[src/rtl/fam_pkg.sv]
package fam_pkg;
  typedef enum logic [1:0] {
    ST_IDLE,
    ST_SYNC,
    ST_SKIP,
    ST_MEAS
  } fam_state_e;
endpackage

[src/rtl/fam_edge_det.sv]
module fam_edge_det (
  input  logic clk,
  input  logic rst,
  input  logic sig_i,
  input  logic rise_sel_i,
  output logic edge_o
);
  logic prev_q;
  logic seen_q;

  always_ff @(posedge clk) begin
    if (rst) begin
      prev_q <= 1'b0;
      seen_q <= 1'b0;
    end else begin
      prev_q <= sig_i;
      seen_q <= 1'b1;
    end
  end

  assign edge_o = seen_q & (rise_sel_i ? (sig_i & ~prev_q) : (~sig_i & prev_q));
endmodule

[src/rtl/fam_arm.sv]
module fam_arm #(
  parameter int FRAME_LEN = 1024
) (
  input  logic clk,
  input  logic rst,
  input  logic start_i,
  output logic fire_o
);
  localparam int CW = $clog2(FRAME_LEN + 1);
  localparam logic [CW-1:0] LOW_MAX = CW'(FRAME_LEN);

  logic          start_q;
  logic [CW-1:0] low_cnt_q;

  always_ff @(posedge clk) begin
    if (rst) begin
      start_q   <= 1'b0;
      low_cnt_q <= '0;
    end else begin
      start_q <= start_i;
      if (start_i)
        low_cnt_q <= '0;
      else if (low_cnt_q != LOW_MAX)
        low_cnt_q <= low_cnt_q + CW'(1);
    end
  end

  assign fire_o = start_i & ~start_q & (low_cnt_q == LOW_MAX);
endmodule

[src/rtl/fam_seq.sv]
module fam_seq
  import fam_pkg::*;
#(
  parameter int OFF_W = 12
) (
  input  logic             clk,
  input  logic             rst,
  input  logic             fire_i,
  input  logic             start_i,
  input  logic             ref_edge_i,
  input  logic             ev_edge_i,
  output logic [OFF_W-1:0] offset_o,
  output logic             done_o
);
  localparam logic [OFF_W-1:0] SAT = '1;

  fam_state_e       state_q;
  logic [OFF_W-1:0] cnt_q;
  logic [OFF_W-1:0] cap_q;
  logic             got_q;

  always_ff @(posedge clk) begin
    if (rst) begin
      state_q  <= ST_IDLE;
      cnt_q    <= '0;
      cap_q    <= '0;
      got_q    <= 1'b0;
      offset_o <= '0;
      done_o   <= 1'b0;
    end else begin
      if (!start_i) done_o <= 1'b0;
      unique case (state_q)
        ST_IDLE: if (fire_i) state_q <= ST_SYNC;
        ST_SYNC: begin
          if (!start_i)       state_q <= ST_IDLE;
          else if (ref_edge_i) state_q <= ST_SKIP;
        end
        ST_SKIP: begin
          if (!start_i) state_q <= ST_IDLE;
          else if (ref_edge_i) begin
            state_q <= ST_MEAS;
            cnt_q   <= OFF_W'(1);
            cap_q   <= '0;
            got_q   <= ev_edge_i;
          end
        end
        ST_MEAS: begin
          if (!start_i) state_q <= ST_IDLE;
          else if (ref_edge_i) begin
            offset_o <= got_q ? cap_q : SAT;
            done_o   <= 1'b1;
            state_q  <= ST_IDLE;
          end else begin
            if (ev_edge_i && !got_q) begin
              cap_q <= cnt_q;
              got_q <= 1'b1;
            end
            if (cnt_q != SAT) cnt_q <= cnt_q + OFF_W'(1);
          end
        end
        default: state_q <= ST_IDLE;
      endcase
    end
  end
endmodule

[src/rtl/frame_align_meas.sv]
module frame_align_meas #(
  parameter int FRAME_LEN = 1024,
  parameter int OFF_W     = 12
) (
  input  logic           clk,
  input  logic           rst,
  input  logic           fp_i,
  input  logic           ev_i,
  input  logic           fmt_gci_i,
  input  logic           start_i,
  output logic [OFF_W:0] align_o
);
  logic             ref_edge;
  logic             ev_edge;
  logic             fire;
  logic [OFF_W-1:0] offset;
  logic             done;

  fam_edge_det u_ref_edge (
    .clk(clk), .rst(rst), .sig_i(fp_i), .rise_sel_i(fmt_gci_i), .edge_o(ref_edge)
  );

  fam_edge_det u_ev_edge (
    .clk(clk), .rst(rst), .sig_i(ev_i), .rise_sel_i(fmt_gci_i), .edge_o(ev_edge)
  );

  fam_arm #(.FRAME_LEN(FRAME_LEN)) u_arm (
    .clk(clk), .rst(rst), .start_i(start_i), .fire_o(fire)
  );

  fam_seq #(.OFF_W(OFF_W)) u_seq (
    .clk(clk), .rst(rst), .fire_i(fire), .start_i(start_i),
    .ref_edge_i(ref_edge), .ev_edge_i(ev_edge),
    .offset_o(offset), .done_o(done)
  );

  assign align_o = {done, offset};
endmodule

[config.mk]
export PLATFORM = sky130hd
export DESIGN_NAME = frame_align_meas
export DESIGN_NICKNAME = d
export VERILOG_FILES = /design/src/rtl/fam_pkg.sv /design/src/rtl/fam_edge_det.sv /design/src/rtl/fam_arm.sv /design/src/rtl/fam_seq.sv /design/src/rtl/frame_align_meas.sv
export SDC_FILE = /design/constraint.sdc
export NUM_CORES = 1
export LEC_CHECK = 0
export ABC_AREA = 1
export BUFFER_PORTS_ARGS = -buffer_cell sky130_fd_sc_hd__buf_2
export CORE_UTILIZATION = 64
export DETAILED_ROUTE_END_ITERATION = 10
export HOLD_SLACK_MARGIN = 0.12
export PLACE_DENSITY = 0.81
export SLEW_MARGIN = 20
export SYNTH_ARGS = -nofsm -noshare
export SYNTH_HDL_FRONTEND = slang
export SYNTH_SLANG_ARGS = --single-unit
export TNS_END_PERCENT = 100
[constraint.sdc]
create_clock -name clk -period 4.3 [get_ports clk]
set_input_delay 0.86 -clock clk [delete_from_list [all_inputs] [get_ports clk]]
set_output_delay 0.86 -clock clk [all_outputs]
set_load 0.02 [all_outputs]
==> results of run 1 <==
## sequential cells by signal (all words and copies together) (netlist names)
name               cells
u_seq.cap_q           12
u_seq.cnt_q           12
u_seq.offset_o        12
u_arm.low_cnt_q       11
u_seq.state_q          2
u_arm.start_q          1
u_ev_edge.prev_q       1
u_ev_edge.seen_q       1
u_ref_edge.prev_q      1
u_seq.done_o           1
u_seq.got_q            1
## power by group through the flow
stage,clock (mW),combinational (mW),sequential (mW)
finish,0.399,0.400,0.633
global placement,0,0.387,0.641
floorplan,0,0.359,0.632
CTS,0.405,0.400,0.632
global route,0.424,0.457,0.644
detailed placement,0,0.395,0.643
## cells by family (layout without fill, tap and decap cells)
family                     count (synthesis)  count (layout)  synth area share
buffers and inverters                     58              70           0.09058
and+or+nand+nor                          228             228            0.3710
DFF                                       55              55            0.4046
AOI/OAI and AO/OA                         61              61            0.1200
adders and majority gates                  3               3           0.01379
## worst max-delay path: stages (launching register included)
cell	delay [ns]
dfxtp_1	0.39
nand2_2	0.36
clkinv_2	0.25
nand3_4	0.18
inv_2	0.06
nand2_2	0.32
nor2_1	0.09
a21oi_1	0.16
nor2_1	0.06
## synth_stat cells (all sizes together)
cell,n,area share
inv,43,0.060
o21a,2,0.0055
nor3,5,0.011
nand2,71,0.11
o21ai,24,0.046
nand4,9,0.021
a31oi,1,0.0023
nor2,119,0.17
ha,3,0.014
dfxtp,55,0.40
o21bai,1,0.0028
a21oi,31,0.058
a211oi,2,0.0055
nand3,22,0.055
clkbuf,7,0.0097
buf,7,0.019
nor3b,2,0.0055
clkinv,1,0.0018
## through the flow
stage	util	instance area [um^2]
final	0.7280	2933
after detailed placement	0.6941	2796
after floorplan	-	2721
after global placement	0.6941	2796
after CTS	0.7280	2933
after global routing	0.7280	2933
## final cells by class
cell class / instances / area, um^2 / share of cell area
Multi-Input combinational cell: 292 / 1374 / 0.4684
Sequential cell: 55 / 1101 / 0.3754
Inverter: 44 / 168.9 / 0.05759
Timing Repair Buffer: 18 / 90.09 / 0.03072
Clock buffer: 5 / 68.82 / 0.02346
Clock inverter: 3 / 67.56 / 0.02304
Tap cell: 50 / 62.56 / 0.02133
## per-layer routing
| layer | part of all wire | up-vias |
|---|---|---|
| met1 | 0.44 | 1092 |
| met5 | 0 | - |
| met4 | 0.014 | 0 |
| met2 | 0.50 | 53 |
| li1 | - | 1301 |
| met3 | 0.044 | 8 |
## path summary, 6_finish.rpt
kind	startpoint	endpoint	slack (ns)	cells past startpoint
hold / removal	u_seq.done_o	u_seq.done_o	0.47	1
setup reg to reg	u_seq.state_q[1]	u_seq.offset_o[9]	2.31	8
hold reg to reg	u_seq.done_o	u_seq.done_o	0.47	1
setup / recovery	u_seq.state_q[1]	u_seq.offset_o[9]	2.31	8
==> metrics.csv, run 1 <==
metric,value,unit
cp.arrival,2.18,ns
place_inst,459,
leakagePower,1.190,nW
fmax,0.5021,GHz
rsz0062_at_grt,false,
final_common_cell,nor2_1,
syn-cell-area,2721,um^2
die_height,67.21,um
hp-class,flop to flop,
path_max_fanout,24,
maxSlewViolCount,0,
ys_seq_area_frac,0.4046,
combPwrFrac,0.279,
totalNegativeSetupSlack,0,ns
clock-sinks,55,
cts.clk_slew.worst_paths,0.10,ns
p_total,1.433,mW
final_cell_mix,"nor2_1, nand2_1, dfxtp_1, inv_1, a21oi_1",
pre_cts_ws,2.117,ns
n_antenna_cell,0,
fin_hold_ws,0.4726,ns
tightest_slew,0.5193,ns
fin_cells,467,
hold_viol,0,
status,completed,
cellInternalPower,0.9385,mW
start_util,0.6755,
nFillCells,357,
syn_inst,405,
required,4.49,ns
hold_buffers,0,
drcViolationCount,0,
swShare,0.3450,
clockPowerShare,0.279,
pwr-share-seq,0.442,
ir_drop,0.3721,mV
post-route-period-util,0.4631,
switchingPower,0.4943,mW
grt.overflow.total,0,
finalCriticalPeriod,1.991,ns
root_buffer,clkbuf_8,
insertion_delay,0.31,ns
dp.final_hpwl,3854,um
maxSlewHeadroom,0.6534,
yosysUniqueCellTypes,32,
antenna_left,0,
first_pass_iters,4,
end_kind,flop,
io_buffers,18,
nets,425,
gp_congestion,0.9192,
grt_pass1_wl,9149,um
numCtsBuffers,5,
synth_fp_nets,414,
wl,5539,um
layout-drive-gt1-share,0.1247,
worst-setup-path-type,flop to flop,
cap_violations,0,
grt_max_degree,27,
met2_usage,0.4838,
ys_warn_count,0,
postCtsResizedCells,0,
postCtsSetupRepairBufs,0,
fin_worst_skew,0.006483,ns
setup_viol,0,
die-area,4517,um^2
antenna_found_initial,0,
syn_area_per_cell,6.719,um^2
grt-busiest-layer,met2,
cts_tree,built,
worst_slack,2.309,ns
met3_usage,0.05574,
grt_pass1_vias,2161,
coreArea,4029,um^2
ys_ff_latch,55,
powerDensity,488.5,nW/um^2
use_met1,0.3103,
die_x,67.21,um
wl_per_cell,11.86,um
clockBufferDepth,2,
vias,2454,
first_iter_violations,138,
critPathLaunchType,flop,
h-tree-depth,2,
track_usage,0.2677,
ios,19,
drt-vias-per-instance,5.255,
rows,23,
area_growth,7.770,%
Note: power is estimated with default switching activity, not from simulation.
==> run 2, diff against run 1 <==
CORE_UTILIZATION = 60   (was 64)
PLACE_DENSITY = 0.76   (was 0.81)
clock period = 1.9 ns   (was 4.3 ns; I/O delays follow)
==> run 2 against run 1 <==
Cell count rose by 0.86%; first-iteration DRC count rose by 18%; critical path depth increased by 2; clock skew rose by 0.0026 ns; routed wire length shrank 4.9%; highest routed layer unchanged.
==> metrics.csv, run 2 (synthesis gave the netlist of run 1 again) <==
metric,value,unit,change
io_buffers,18,,unchanged
powerDensity,1056,nW/um^2,+120%
hold_path.startpoint,ev_i,,
reg2regPathDepth,10,,+2
cp.arrival,1.88,ns,-0.30 ns
path_max_fanout,14,,-42%
hold_buffers,0,,unchanged
drt-vias-per-instance,5.197,,-1.1%
grt_max_degree,25,,-7.4%
cellInternalPower,1.997,mW,+110%
worst_path_max_delay_cell,dfxtp_1,,
dp.final_hpwl,3879,um,+0.65%
track_usage,0.2460,,-0.02169
totalNegativeSetupSlack,0,ns,unchanged
grt_pass1_wl,9804,um,+7.2%
clockBufferDepth,2,,unchanged
maxSlewViolCount,0,,unchanged
tightest_slew,0.4848,ns,-0.03451 ns
ir_drop,0.6035,mV,+62%
antenna_found_initial,0,,unchanged
die_x,69.35,um,+3.2%
rsz0062_at_grt,false,,
status,completed,,
antenna_left,0,,unchanged
gp_congestion,0.8996,,-2.1%
cts.clk_slew.worst_paths,0.09,ns,about the same
wl_per_cell,11.18,um,-5.8%
worst-setup-path-type,flop to flop,,
maxSlewHeadroom,0.6743,,+0.02090
hold_viol,0,,unchanged
path_cells,ha_1 -> nand2_2 -> nor2_4 -> nand3_2 -> nand2_2 -> nand2_4 -> nand3_4 -> nand2_1 -> nand2_1 -> nor2_1,,
nFillCells,413,,+16%
start_util,0.6250,,-0.05047
startpoint,u_seq.cnt_q[0],,
finalCriticalPeriod,1.686,ns,-0.3054 ns
area_growth,7.448,%,
worst-path-buf-inv,0,,-2
fmax,0.5931,GHz,+18%
final_cell_mix,"nor2_1, nand2_1, dfxtp_1, inv_1, a21oi_1",,
coreArea,4354,um^2,+8.1%
end_kind,flop,,
drcViolationCount,0,,unchanged
cap_violations,0,,unchanged
layout-drive-gt1-share,0.1265,,+0.001791
clockPowerShare,0.239,,-0.040
required,2.10,ns,-2.39 ns
ios,19,,unchanged
postCtsResizedCells,0,,unchanged
max_stage_delay,0.47,ns,+0.08 ns
switchingPower,1.091,mW,+120%
final_common_cell,nor2_1,,
vias,2448,,-0.24%
final_util,0.6716,,-0.05640
combPwrFrac,0.297,,+0.018
fin_worst_skew,0.009114,ns,+0.002631 ns
pwr-share-seq,0.464,,+0.022
h-tree-depth,2,,unchanged
r2r_start,u_seq.cnt_q[0],,
hp-class,primary input to flop,,
holdPathStages,3,,+2
whs_endpoint,u_ev_edge.prev_q,,
nets,428,,+0.71%
wl,5265,um,-4.9%
post-route-period-util,0.8874,,+0.4243
setup_viol,0,,unchanged
ff2ff_setup_slack,0.21,ns,-2.09 ns
n_antenna_cell,0,,unchanged
rows,24,,+4.3%
leakagePower,1.190,nW,about the same
clock-sinks,55,,unchanged
first_pass_iters,4,,unchanged
reg.largest.list,"u_seq.cap_q: 12 flops, u_seq.cnt_q: 12 flops, u_seq.offset_o: 12 flops",,
timing.rr.end,u_seq.cnt_q[0],,
swShare,0.3532,,+0.008167
grt_pass1_vias,2279,,+5.5%
numCtsBuffers,5,,unchanged
die-area,4809,um^2,+6.5%
grt.overflow.total,0,,unchanged
insertion_delay,0.30,ns,about the same
first_iter_violations,163,,+18%
path_delay_family,simple AND/OR/NAND/NOR gates,,
cts_tree,built,,
die_height,69.35,um,+3.2%
critPathLaunchType,flop,,
postCtsSetupRepairBufs,0,,unchanged
root_buffer,clkbuf_8,,
[run 2: area by class of cell]
class | count | area (um^2) | share of cell area
multi-input combinational | 292 | 1374 | 0.4698
sequential | 55 | 1101 | 0.3766
inverter | 44 | 168.9 | 0.05777
timing repair buffer | 21 | 112.6 | 0.03851
clock buffer | 6 | 72.57 | 0.02482
tap | 52 | 65.06 | 0.02225
clock inverter | 1 | 30.03 | 0.01027
[run 2: layer usage]
metal,share of wire,routed length (um),vias to the layer above,GRT usage
met4,0.014,72,0,0.07483
met5,0,0,-,0
met2,0.45,2377,45,0.4099
met1,0.50,2610,1087,0.3219
li1,-,-,1309,-
met3,0.039,203,7,0.04797
[run 2: power groups by stage]
| stage | Sequential, mW | Clock, mW | Combinational, mW |
|---|---|---|---|
| CTS | 1.43 | 0.757 | 0.924 |
| finish | 1.43 | 0.739 | 0.916 |
| global placement | 1.45 | 0 | 0.894 |
| global route | 1.45 | 0.791 | 1.07 |
| floorplan | 1.43 | 0 | 0.811 |
| detailed placement | 1.45 | 0 | 0.912 |
[run 2: worst max-delay path by stage]
stage / slack, ns / cells after the start / endpoint
after floorplan: 0.42 / 10 / u_seq.cnt_q[5]
after global placement: 0.26 / 10 / u_seq.cap_q[0]
after detailed placement: 0.23 / 10 / u_seq.cap_q[0]
after CTS: 0.21 / 9 / u_seq.cnt_q[7]
after global routing: 0.07 / 9 / u_seq.cnt_q[7]
final: 0.21 / 10 / u_seq.cnt_q[0]
[run 2: worst reg2reg max path, delay by kind of cell (launching register included)]
family                     cells  cell delay (ns)
DFF                            1             0.47
and+or+nand+nor                9             0.84
adders and majority gates      1             0.27
[run 2: stage by stage]
step	setup WS [ns]	power, mW	cells	area (um^2)	hold slack [ns]
6_report	0.2139	3.088	471	2924	0.3022
5_1_grt	0.07088	3.318	471	2924	0.3355
4_1_cts	0.2134	3.111	471	2924	0.3008
3_5_place_dp	0.2316	2.366	464	2821	0.4564
3_3_place_gp	0.2569	2.344	464	2821	0.4567
2_1_floorplan	0.4162	2.241	405	2721	0.4416
